File: src/rtl/cfg_loader_pkg.sv
package cfg_loader_pkg;
  typedef enum logic [2:0] {
    ST_UNCFG,
    ST_PROG,
    ST_WAIT_INIT,
    ST_READY,
    ST_SHIFT
  } ld_state_e;

  localparam int unsigned STAT_W = 16;
endpackage

File: src/rtl/cfg_sync.sv
module cfg_sync #(
  parameter int unsigned W      = 2,
  parameter int unsigned STAGES = 2
) (
  input  logic         clk_i,
  input  logic         rst_ni,
  input  logic [W-1:0] d_i,
  output logic [W-1:0] q_o
);
  for (genvar b = 0; b < W; b++) begin : g_bit
    logic [STAGES-1:0] chain_q;
    always_ff @(posedge clk_i or negedge rst_ni) begin
      if (!rst_ni) chain_q <= '0;
      else if (STAGES == 1) chain_q <= d_i[b];
      else chain_q <= {chain_q[STAGES-2:0], d_i[b]};
    end
    assign q_o[b] = chain_q[STAGES-1];
  end
endmodule

File: src/rtl/cfg_prog_pulse.sv
module cfg_prog_pulse #(
  parameter int unsigned CYCLES = 8
) (
  input  logic clk_i,
  input  logic rst_ni,
  input  logic start_i,
  output logic active_o,
  output logic end_o
);
  localparam int unsigned CNT_W = (CYCLES > 1) ? $clog2(CYCLES) : 1;

  logic [CNT_W-1:0] cnt_q;
  logic             active_q;

  assign end_o    = active_q && (cnt_q == '0) && !start_i;
  assign active_o = active_q;

  always_ff @(posedge clk_i or negedge rst_ni) begin
    if (!rst_ni) begin
      cnt_q    <= '0;
      active_q <= 1'b0;
    end else if (start_i) begin
      cnt_q    <= CNT_W'(CYCLES - 1);
      active_q <= 1'b1;
    end else if (active_q) begin
      if (cnt_q == '0) active_q <= 1'b0;
      else cnt_q <= cnt_q - 1'b1;
    end
  end
endmodule

File: src/rtl/cfg_shifter.sv
module cfg_shifter #(
  parameter int unsigned WORD_W  = 16,
  parameter int unsigned CLK_DIV = 2
) (
  input  logic              clk_i,
  input  logic              rst_ni,
  input  logic              start_i,
  input  logic              abort_i,
  input  logic [WORD_W-1:0] word_i,
  output logic              busy_o,
  output logic              done_o,
  output logic              cclk_o,
  output logic              din_o
);
  localparam int unsigned DIV_W = (CLK_DIV > 1) ? $clog2(CLK_DIV) : 1;
  localparam int unsigned BIT_W = (WORD_W > 1) ? $clog2(WORD_W) : 1;

  logic [WORD_W-1:0] sh_q;
  logic [BIT_W-1:0]  left_q;
  logic [DIV_W-1:0]  div_q;
  logic              busy_q, cclk_q;
  logic              tick;

  assign tick   = busy_q && (div_q == DIV_W'(CLK_DIV - 1));
  assign done_o = tick && cclk_q && (left_q == '0) && !abort_i;
  assign busy_o = busy_q;
  assign cclk_o = cclk_q;
  assign din_o  = busy_q ? sh_q[WORD_W-1] : 1'b0;

  always_ff @(posedge clk_i or negedge rst_ni) begin
    if (!rst_ni) begin
      sh_q   <= '0;
      left_q <= '0;
      div_q  <= '0;
      busy_q <= 1'b0;
      cclk_q <= 1'b0;
    end else if (abort_i) begin
      busy_q <= 1'b0;
      cclk_q <= 1'b0;
      div_q  <= '0;
    end else if (start_i && !busy_q) begin
      sh_q   <= word_i;
      left_q <= BIT_W'(WORD_W - 1);
      div_q  <= '0;
      busy_q <= 1'b1;
      cclk_q <= 1'b0;
    end else if (busy_q) begin
      if (tick) begin
        div_q <= '0;
        if (!cclk_q) begin
          cclk_q <= 1'b1;
        end else begin
          cclk_q <= 1'b0;
          if (left_q == '0) begin
            busy_q <= 1'b0;
          end else begin
            sh_q   <= {sh_q[WORD_W-2:0], 1'b0};
            left_q <= left_q - 1'b1;
          end
        end
      end else begin
        div_q <= div_q + 1'b1;
      end
    end
  end
endmodule

File: src/rtl/cfg_loader.sv
module cfg_loader
  import cfg_loader_pkg::*;
#(
  parameter int unsigned WORD_W      = 16,
  parameter int unsigned CLK_DIV     = 2,
  parameter int unsigned PROG_CYCLES = 8,
  parameter int unsigned SYNC_STAGES = 2,
  parameter logic [3:0]  VERSION     = 4'h5,
  parameter logic [WORD_W-1:0] SYNC_WORD = WORD_W'(16'hFF20)
) (
  input  logic              clk_i,
  input  logic              rst_ni,
  input  logic              prog_i,
  input  logic              wr_i,
  input  logic [WORD_W-1:0] wdata_i,
  output logic [15:0]       status_o,
  output logic              cfg_prog_no,
  input  logic              cfg_init_i,
  input  logic              cfg_done_i,
  output logic              cfg_cclk_o,
  output logic              cfg_din_o
);
  ld_state_e  state_q, state_d;
  logic [1:0] pins_s;
  logic       init_s, done_s;
  logic       pulse_active, pulse_end;
  logic       sh_busy, sh_done;
  logic       accept, txrdy;
  logic       err_q, sync_q;

  cfg_sync #(.W(2), .STAGES(SYNC_STAGES)) u_sync (
    .clk_i (clk_i),
    .rst_ni(rst_ni),
    .d_i   ({cfg_done_i, cfg_init_i}),
    .q_o   (pins_s)
  );
  assign init_s = pins_s[0];
  assign done_s = pins_s[1];

  cfg_prog_pulse #(.CYCLES(PROG_CYCLES)) u_pulse (
    .clk_i   (clk_i),
    .rst_ni  (rst_ni),
    .start_i (prog_i),
    .active_o(pulse_active),
    .end_o   (pulse_end)
  );
  assign cfg_prog_no = !pulse_active;

  assign txrdy  = (state_q == ST_READY);
  assign accept = txrdy && wr_i && !prog_i;

  cfg_shifter #(.WORD_W(WORD_W), .CLK_DIV(CLK_DIV)) u_shift (
    .clk_i  (clk_i),
    .rst_ni (rst_ni),
    .start_i(accept),
    .abort_i(prog_i),
    .word_i (wdata_i),
    .busy_o (sh_busy),
    .done_o (sh_done),
    .cclk_o (cfg_cclk_o),
    .din_o  (cfg_din_o)
  );

  always_comb begin
    state_d = state_q;
    if (prog_i) begin
      state_d = ST_PROG;
    end else begin
      unique case (state_q)
        ST_UNCFG:     state_d = ST_UNCFG;
        ST_PROG:      if (pulse_end) state_d = ST_WAIT_INIT;
        ST_WAIT_INIT: if (init_s) state_d = ST_READY;
        ST_READY:     if (accept) state_d = ST_SHIFT;
        ST_SHIFT:     if (sh_done || !sh_busy) state_d = ST_READY;
        default:      state_d = ST_UNCFG;
      endcase
    end
  end

  always_ff @(posedge clk_i or negedge rst_ni) begin
    if (!rst_ni) begin
      state_q <= ST_UNCFG;
      err_q   <= 1'b0;
      sync_q  <= 1'b0;
    end else begin
      state_q <= state_d;
      if (prog_i) begin
        err_q  <= 1'b0;
        sync_q <= 1'b0;
      end else if (accept) begin
        if (!init_s) err_q <= 1'b1;
        if (wdata_i == SYNC_WORD) sync_q <= 1'b1;
      end
    end
  end

  assign status_o = {VERSION, 6'b0, sync_q, done_s, err_q, txrdy, init_s, 1'b0};
endmodule

File: config.mk
export PLATFORM = sky130hd
export DESIGN_NAME = cfg_loader
export DESIGN_NICKNAME = d
export VERILOG_FILES = /design/src/rtl/cfg_loader_pkg.sv /design/src/rtl/cfg_sync.sv /design/src/rtl/cfg_prog_pulse.sv /design/src/rtl/cfg_shifter.sv /design/src/rtl/cfg_loader.sv
export SDC_FILE = /design/constraint.sdc
export NUM_CORES = 1
export LEC_CHECK = 0
export BUFFER_PORTS_ARGS = -buffer_cell sky130_fd_sc_hd__buf_4
export CAP_MARGIN = 20
export CORE_MARGIN = 2
export CORE_UTILIZATION = 54
export DETAILED_ROUTE_END_ITERATION = 10
export GPL_ROUTABILITY_DRIVEN = 0
export PLACE_DENSITY = 0.82
export SYNTH_ARGS = -nofsm -noshare
export SYNTH_HDL_FRONTEND = slang
export SYNTH_SLANG_ARGS = --single-unit
File: constraint.sdc
create_clock -name clk_i -period 2.4 [get_ports clk_i]
set_input_delay 0.36 -clock clk_i [delete_from_list [all_inputs] [get_ports clk_i]]
set_output_delay 0.36 -clock clk_i [all_outputs]
set_load 0.1 [all_outputs]
==> summary.txt, run 1 <==
Status: finished, final reports clean
Post-synth top area cell: dfrtp_1
Hold Vio Cnt, Final: 0
DR pass1 iterations: 4
GR Overflow Total: 0
CTS max path bufs: 2
Slowest CP cell: nor3b_1
R2r endpoint: state_q[0]
Comb pwr share: 15.9%
WP data required: 2.64 ns
Clock latency on the worst-skew pair: 0.35 ns
Setup crit end kind: flip-flop
Unique masters post-synth: 45
Worst-path maximum fanout: 5
Lkg Pwr: 1.08 nW
Main synth FF type: dfrtp_1
First-pass GRT wire length: 5620 um
CTS resizes: 0
Top cells by area, synth: dfrtp_1 (47%), buf_4 (6.7%), inv_1 (5.1%)
Most common cell in the netlist: dfrtp_1
Fraction of power consumed by sequential logic: 55.2%
Setup repair after global routing missed its margin: no
Clock share of power: 28.9%
Worst setup path start: u_shift.left_q[0]
Synth Register Bits: 36
Fraction of layout cells with a size suffix above 1: 24.1%
EDFF count, synth: 0
Warnings, synthesis: 0
# IOs: 41
Sink Count: 36
GRT Util Overall: 18.5%
Period Utilization, post-route: 79.7%
Fillers: 301
Final net count: 237
Post-DP Area: 2020 um2
Avg Inst Size Synth: 10.0 um2
Setup TNS: 0 ns
Final setup viols: 0
Die width: 63.3 um
Drt wl/cell: 12.8 um
Achievable frequency: 523 MHz
HP Class: input pin to flip-flop
Port Buffers: 29
Vias in the first global route: 1244
Final Util: 62.1%
Iter 0 DRT Violations: 96
Initial antenna violation count: 0
Die Span Y: 63.3 um
Worst Setup EP: state_q[0]
Antenna viol nets, final: 0
Final slew viol count: 0
Worst path max stage delay: 0.41 ns
Worst EP arrival: 2.15 ns
Crit path buf inv count: 1
P_sw: 0.354 mW
R2R Setup Slk: 0.49 ns
Reg2reg start: u_shift.left_q[0]
Share of the synthesized area in the top cell type: 47.4%
Cell family with most CP delay: compound AO/OA/AOI/OAI gates
Min Tclk post-route: 1.91 ns
Synth top cells by count: dfrtp_1 (36), inv_1 (26), buf_4 (17)
Total power: 1.17 mW
N_diodes: 0
Clock root buffer: clkbuf_4
Clock-pin transition on the worst setup and hold timing paths: 0.11 ns
Fin area: 2090 um2
Reg area: 901 um2
Hpwl dp: 2360 um
Internal Power: 0.820 mW
CP Class: flip-flop to flip-flop
Setup Skew: 0.0108 ns
Peak supply drop: 0.328 mV
Post-synth ARST share: 100%
Max cap viols: 0
Core ar.: 3360 um2
Site Rows: 21
Synthesis-to-finish area growth: 9.94%
Cells after Synth: 190
Pwr/cell area: 562 nW/um2
Register area share after synthesis: 47.4%
Vias: 1325
Vias/cell: 5.14
Die footprint: 4010 um2
Multi-input logic area: 737 um2
Hold slack: 0.122 ns
Switching Share: 30.1%
Hold Crit Depth: 1
Netlist Area Pre-Place: 1900 um2
Starting Density: 56.5%
H-tree depth: 2
Inserted Clock Buffers: 5
Setup crit start kind: flip-flop
Actual slew at the worst max-slew pin: 0.509 ns
Slew Limit Headroom: 65.7%
DRT Wirelength: 3300 um
Largest net degree at the start of global routing: 37
WP depth: 6
CTS tree: yes
R2R cell count: 6
Remaining DRCs: 0
Worst path cell trace: inv_1 > ha_1 > nor3b_1 > a31oi_1 > o31a_1 > o31ai_1
[per-stage QoR]
stage                     worst slack (ns)  instances
after detailed placement             0.515        249
after floorplan                      0.228        199
after global routing                 0.251        258
after CTS                            0.469        258
after global placement               0.624        249
final                                0.488        258
[how the worst min path moves through the flow]
stage / from / slack, ns / endpoint
after floorplan: rst_ni / 0.06 / err_q
after global placement: u_sync.g_bit[0].chain_q[0] / 0.33 / u_sync.g_bit[0].chain_q[1]
after detailed placement: rst_ni / 0.34 / u_sync.g_bit[1].chain_q[0]
after CTS: cfg_done_i / 0.11 / u_sync.g_bit[1].chain_q[0]
after global routing: cfg_done_i / 0.09 / u_sync.g_bit[1].chain_q[0]
final: cfg_done_i / 0.12 / u_sync.g_bit[1].chain_q[0]
[state kept, by name, summed over array words and instances (netlist names)]
register / cells
err_q: 1
state_q: 3
sync_q: 1
u_pulse.active_o: 1
u_pulse.cnt_q: 3
u_shift.busy_o: 1
u_shift.cclk_o: 1
u_shift.div_q: 1
u_shift.left_q: 4
u_shift.sh_q: 16
u_sync.g_bit.chain_q: 4
[layer usage]
metal,vias up,GRT usage [%],part of all wire (%)
li1,660,-,-
met1,623,24.8,46
met2,34,26.4,47
met3,8,4.11,4.4
met4,0,13.0,2.4
met5,-,0,0
[power groups by stage]
stage | Clock [mW] | Combinational (mW) | Sequential, mW
floorplan | 0 | 0.152 | 0.654
global placement | 0 | 0.184 | 0.658
detailed placement | 0 | 0.186 | 0.659
CTS | 0.353 | 0.188 | 0.647
global route | 0.379 | 0.200 | 0.651
finish | 0.340 | 0.187 | 0.647
[cells in the final DEF (no fill, tap or decap), types with 2 or more instances in the layout]
master    synthesis  layout
ha_1              4       4
buf_4            17      30
or3_1             3       3
a31oi_1           2       2
o22ai_1          15      15
nand3_1           2       2
nor4b_1           2       2
clkbuf_4          0       5
dfrtp_1          36      36
xnor2_1           2       2
nor2_1           12      12
a21oi_1          10      10
o31a_1            2       2
nand2_1           7       7
inv_1            26      26
a21oi_2           9       9
o21ai_0           2       2
nor3_1            3       3
conb_1            2      11
nor3b_1           4       4
clkinv_2          0       2
[layout make-up]
cell class / instances / share of cell area (%)
Clock buffer: 6 / 2.46
Clock inverter: 2 / 0.479
Inverter: 26 / 4.67
Multi-Input combinational cell: 111 / 35.3
Sequential cell: 36 / 43.1
Tap cell: 46 / 2.75
Timing Repair Buffer: 31 / 11.3
[cells by family after synthesis]
logic type,share of synthesized area [%]
compound gates,17.6
xor+xnor,1.38
fa+ha+maj,2.63
buf+inv,15.6
flops,47.4
mux,0.527
other cells,0.395
simple gates,14.5
[repair_timing]
action                                 4_1_cts  5_1_grt
hold buffers                                 1        0
setup endpoints to repair                    0        0
endpoints found under the hold margin       36        0
buffers inserted                             0        0
No activity file was read; power rests on OpenSTA's default activity.
==> run 2: changes to the inputs <==
CORE_UTILIZATION = 48   (was 54)
PLACE_DENSITY = 0.78   (was 0.82)
clock period = 1.7 ns   (was 2.4 ns; I/O delays follow)
==> summary.txt, run 2 (same netlist as run 1, synthesis figures left out) <==
Status: finished, final reports clean
Multi-input logic area: 768 um2 (+4.2%)
Achievable frequency: 629 MHz
Peak supply drop: 0.615 mV (+87%)
Final net count: 245 (+3.4%)
Reg area: 905 um2 (+0.42%)
Final slew viol count: 0 (unchanged)
Biggest regs: u_shift.sh_q: 16 flops, u_shift.left_q: 4 flops, u_sync.g_bit.chain_q: 4 flops
WP data required: 1.44 ns (-1.20 ns)
Largest register FFs: 16 (unchanged)
Iter 0 DRT Violations: 69 (-28%)
CP Class: flip-flop to output pin
Core ar.: 3740 um2 (+11%)
Hpwl dp: 2650 um (+12%)
Worst setup path start: state_q[2]
Starting Density: 50.8% (-5.7 points)
Initial antenna violation count: 0 (unchanged)
Most common cell after layout, fill and taps aside: buf_4
Drt wl/cell: 14.0 um (+9.5%)
Period Utilization, post-route: 93.6%
Synthesis-to-finish area growth: 16.7%
Inserted Clock Buffers: 5 (unchanged)
H-tree depth: 2 (unchanged)
First-pass GRT wire length: 6220 um (+11%)
R2R Setup Slk: 0.12 ns (-0.37 ns)
Antenna viol nets, final: 0 (unchanged)
Die width: 66.9 um (+5.7%)
Setup repair after global routing missed its margin: no
Port Buffers: 29 (unchanged)
Sink Count: 36 (unchanged)
Setup Skew: 0.00840 ns (-0.00243 ns)
Die Span Y: 66.9 um (+5.7%)
# IOs: 41 (unchanged)
Slew Limit Headroom: 65.5% (-0.18 points)
Lkg Pwr: 1.14 nW (+5.0%)
Vias: 1410 (+6.4%)
Vias/cell: 5.28 (+2.8%)
Min Tclk post-route: 1.59 ns
Actual slew at the worst max-slew pin: 0.512 ns (+0.00262 ns)
Clock latency on the worst-skew pair: 0.29 ns (-0.06 ns)
Worst Setup EP: status_o[2]
R2r endpoint: state_q[0]
HP Class: input pin to flip-flop
CTS tree: yes
Final setup viols: 0 (unchanged)
Most frequent cells in the layout: buf_4 (36), dfrtp_1 (35), inv_1 (26)
GR Overflow Total: 0 (unchanged)
Final Util: 59.3% (-2.9 points)
Register name with the most flops: u_shift.sh_q
Setup crit start kind: flip-flop
Clock-pin transition on the worst setup and hold timing paths: 0.07 ns (-0.04 ns)
Vias in the first global route: 1327 (+6.7%)
DR pass1 iterations: 4 (unchanged)
Reg2reg start: u_pulse.cnt_q[0]
N_diodes: 0 (unchanged)
CTS max path bufs: 2 (unchanged)
Hold Vio Cnt, Final: 0 (unchanged)
Fraction of layout cells with a size suffix above 1: 28.8% (+4.7 points)
Max cap viols: 0 (unchanged)
Clock root buffer: clkbuf_8
Fillers: 337 (+12%)
Worst-path maximum fanout: 9 (+4)
R2R cell count: 6 (unchanged)
DRT Wirelength: 3740 um (+13%)
Setup crit end kind: output pin
Die footprint: 4480 um2 (+12%)
GRT Util Overall: 18.9% (+0.41 points)
Worst EP arrival: 1.34 ns (-0.81 ns)
Site Rows: 22 (+4.8%)
Pwr/cell area: 829 nW/um2 (+48%)
Largest net degree at the start of global routing: 37 (unchanged)
Remaining DRCs: 0 (unchanged)
Total power: 1.84 mW (+57%)
run 2: how the worst min path moves through the flow:
stage | start | end | slack, ns | depth (start not counted)
6_report | cfg_done_i | u_sync.g_bit[1].chain_q[0] | 0.08 | 1
5_1_grt | cfg_done_i | u_sync.g_bit[1].chain_q[0] | 0.06 | 1
4_1_cts | cfg_init_i | u_sync.g_bit[0].chain_q[0] | 0.07 | 1
3_5_place_dp | rst_ni | u_sync.g_bit[1].chain_q[0] | 0.24 | 1
3_3_place_gp | rst_ni | u_sync.g_bit[1].chain_q[0] | 0.23 | 1
2_1_floorplan | rst_ni | err_q | -0.04 | 0
run 2: cell type report:
cell class	instances	share of cell area, %
Clock buffer	7	4.34
Sequential cell	36	40.8
Inverter	26	4.40
Multi-Input combinational cell	112	34.6
Tap cell	48	2.71
Timing Repair Buffer	38	13.1
run 2: repair_timing:
action                                  in CTS  in global routing
buffers inserted                             0                  1
hold endpoints to repair                    36                  0
endpoints found under the setup margin       0                 20
resized for setup                            0                  5
hold buffers                                 1                  0
run 2: power breakdown:
part           switching [mW]  total (mW)  internal, mW  leakage (nW)
clock                   0.285       0.646         0.361        0.0503
combinational           0.201       0.275        0.0739         0.704
sequential             0.0250       0.918         0.893         0.382
total                   0.511        1.84          1.33          1.14
run 2: metrics by stage:
step | instances | hold slack, ns | setup TNS (ns) | instance area, um2 | setup slack (ns)
6_report | 267 | 0.0791 | 0 | 2220 | 0.109
5_1_grt | 267 | 0.0635 | 0 | 2220 | 0.00612
4_1_cts | 265 | 0.0723 | 0 | 2180 | 0.0240
3_5_place_dp | 257 | 0.236 | 0 | 2080 | 0.0394
3_3_place_gp | 257 | 0.235 | 0 | 2080 | 0.0962
2_1_floorplan | 199 | -0.0406 | -0.0496 | 1950 | -0.0173
run 2: metal layers:
metal  vias up  wire length [um]  global-route usage [%]
li1        675                 -                       -
met5         -                 0                       0
met2        47              1860                    30.6
met3         8               198                    4.56
met4         0                55                    6.12
met1       680              1620                    24.9
run 2: critical path, cell delays in order (launching register included):
cell	delay, ns
dfrtp_1	0.38
buf_4	0.17
inv_1	0.07
and3_1	0.15
buf_4	0.28
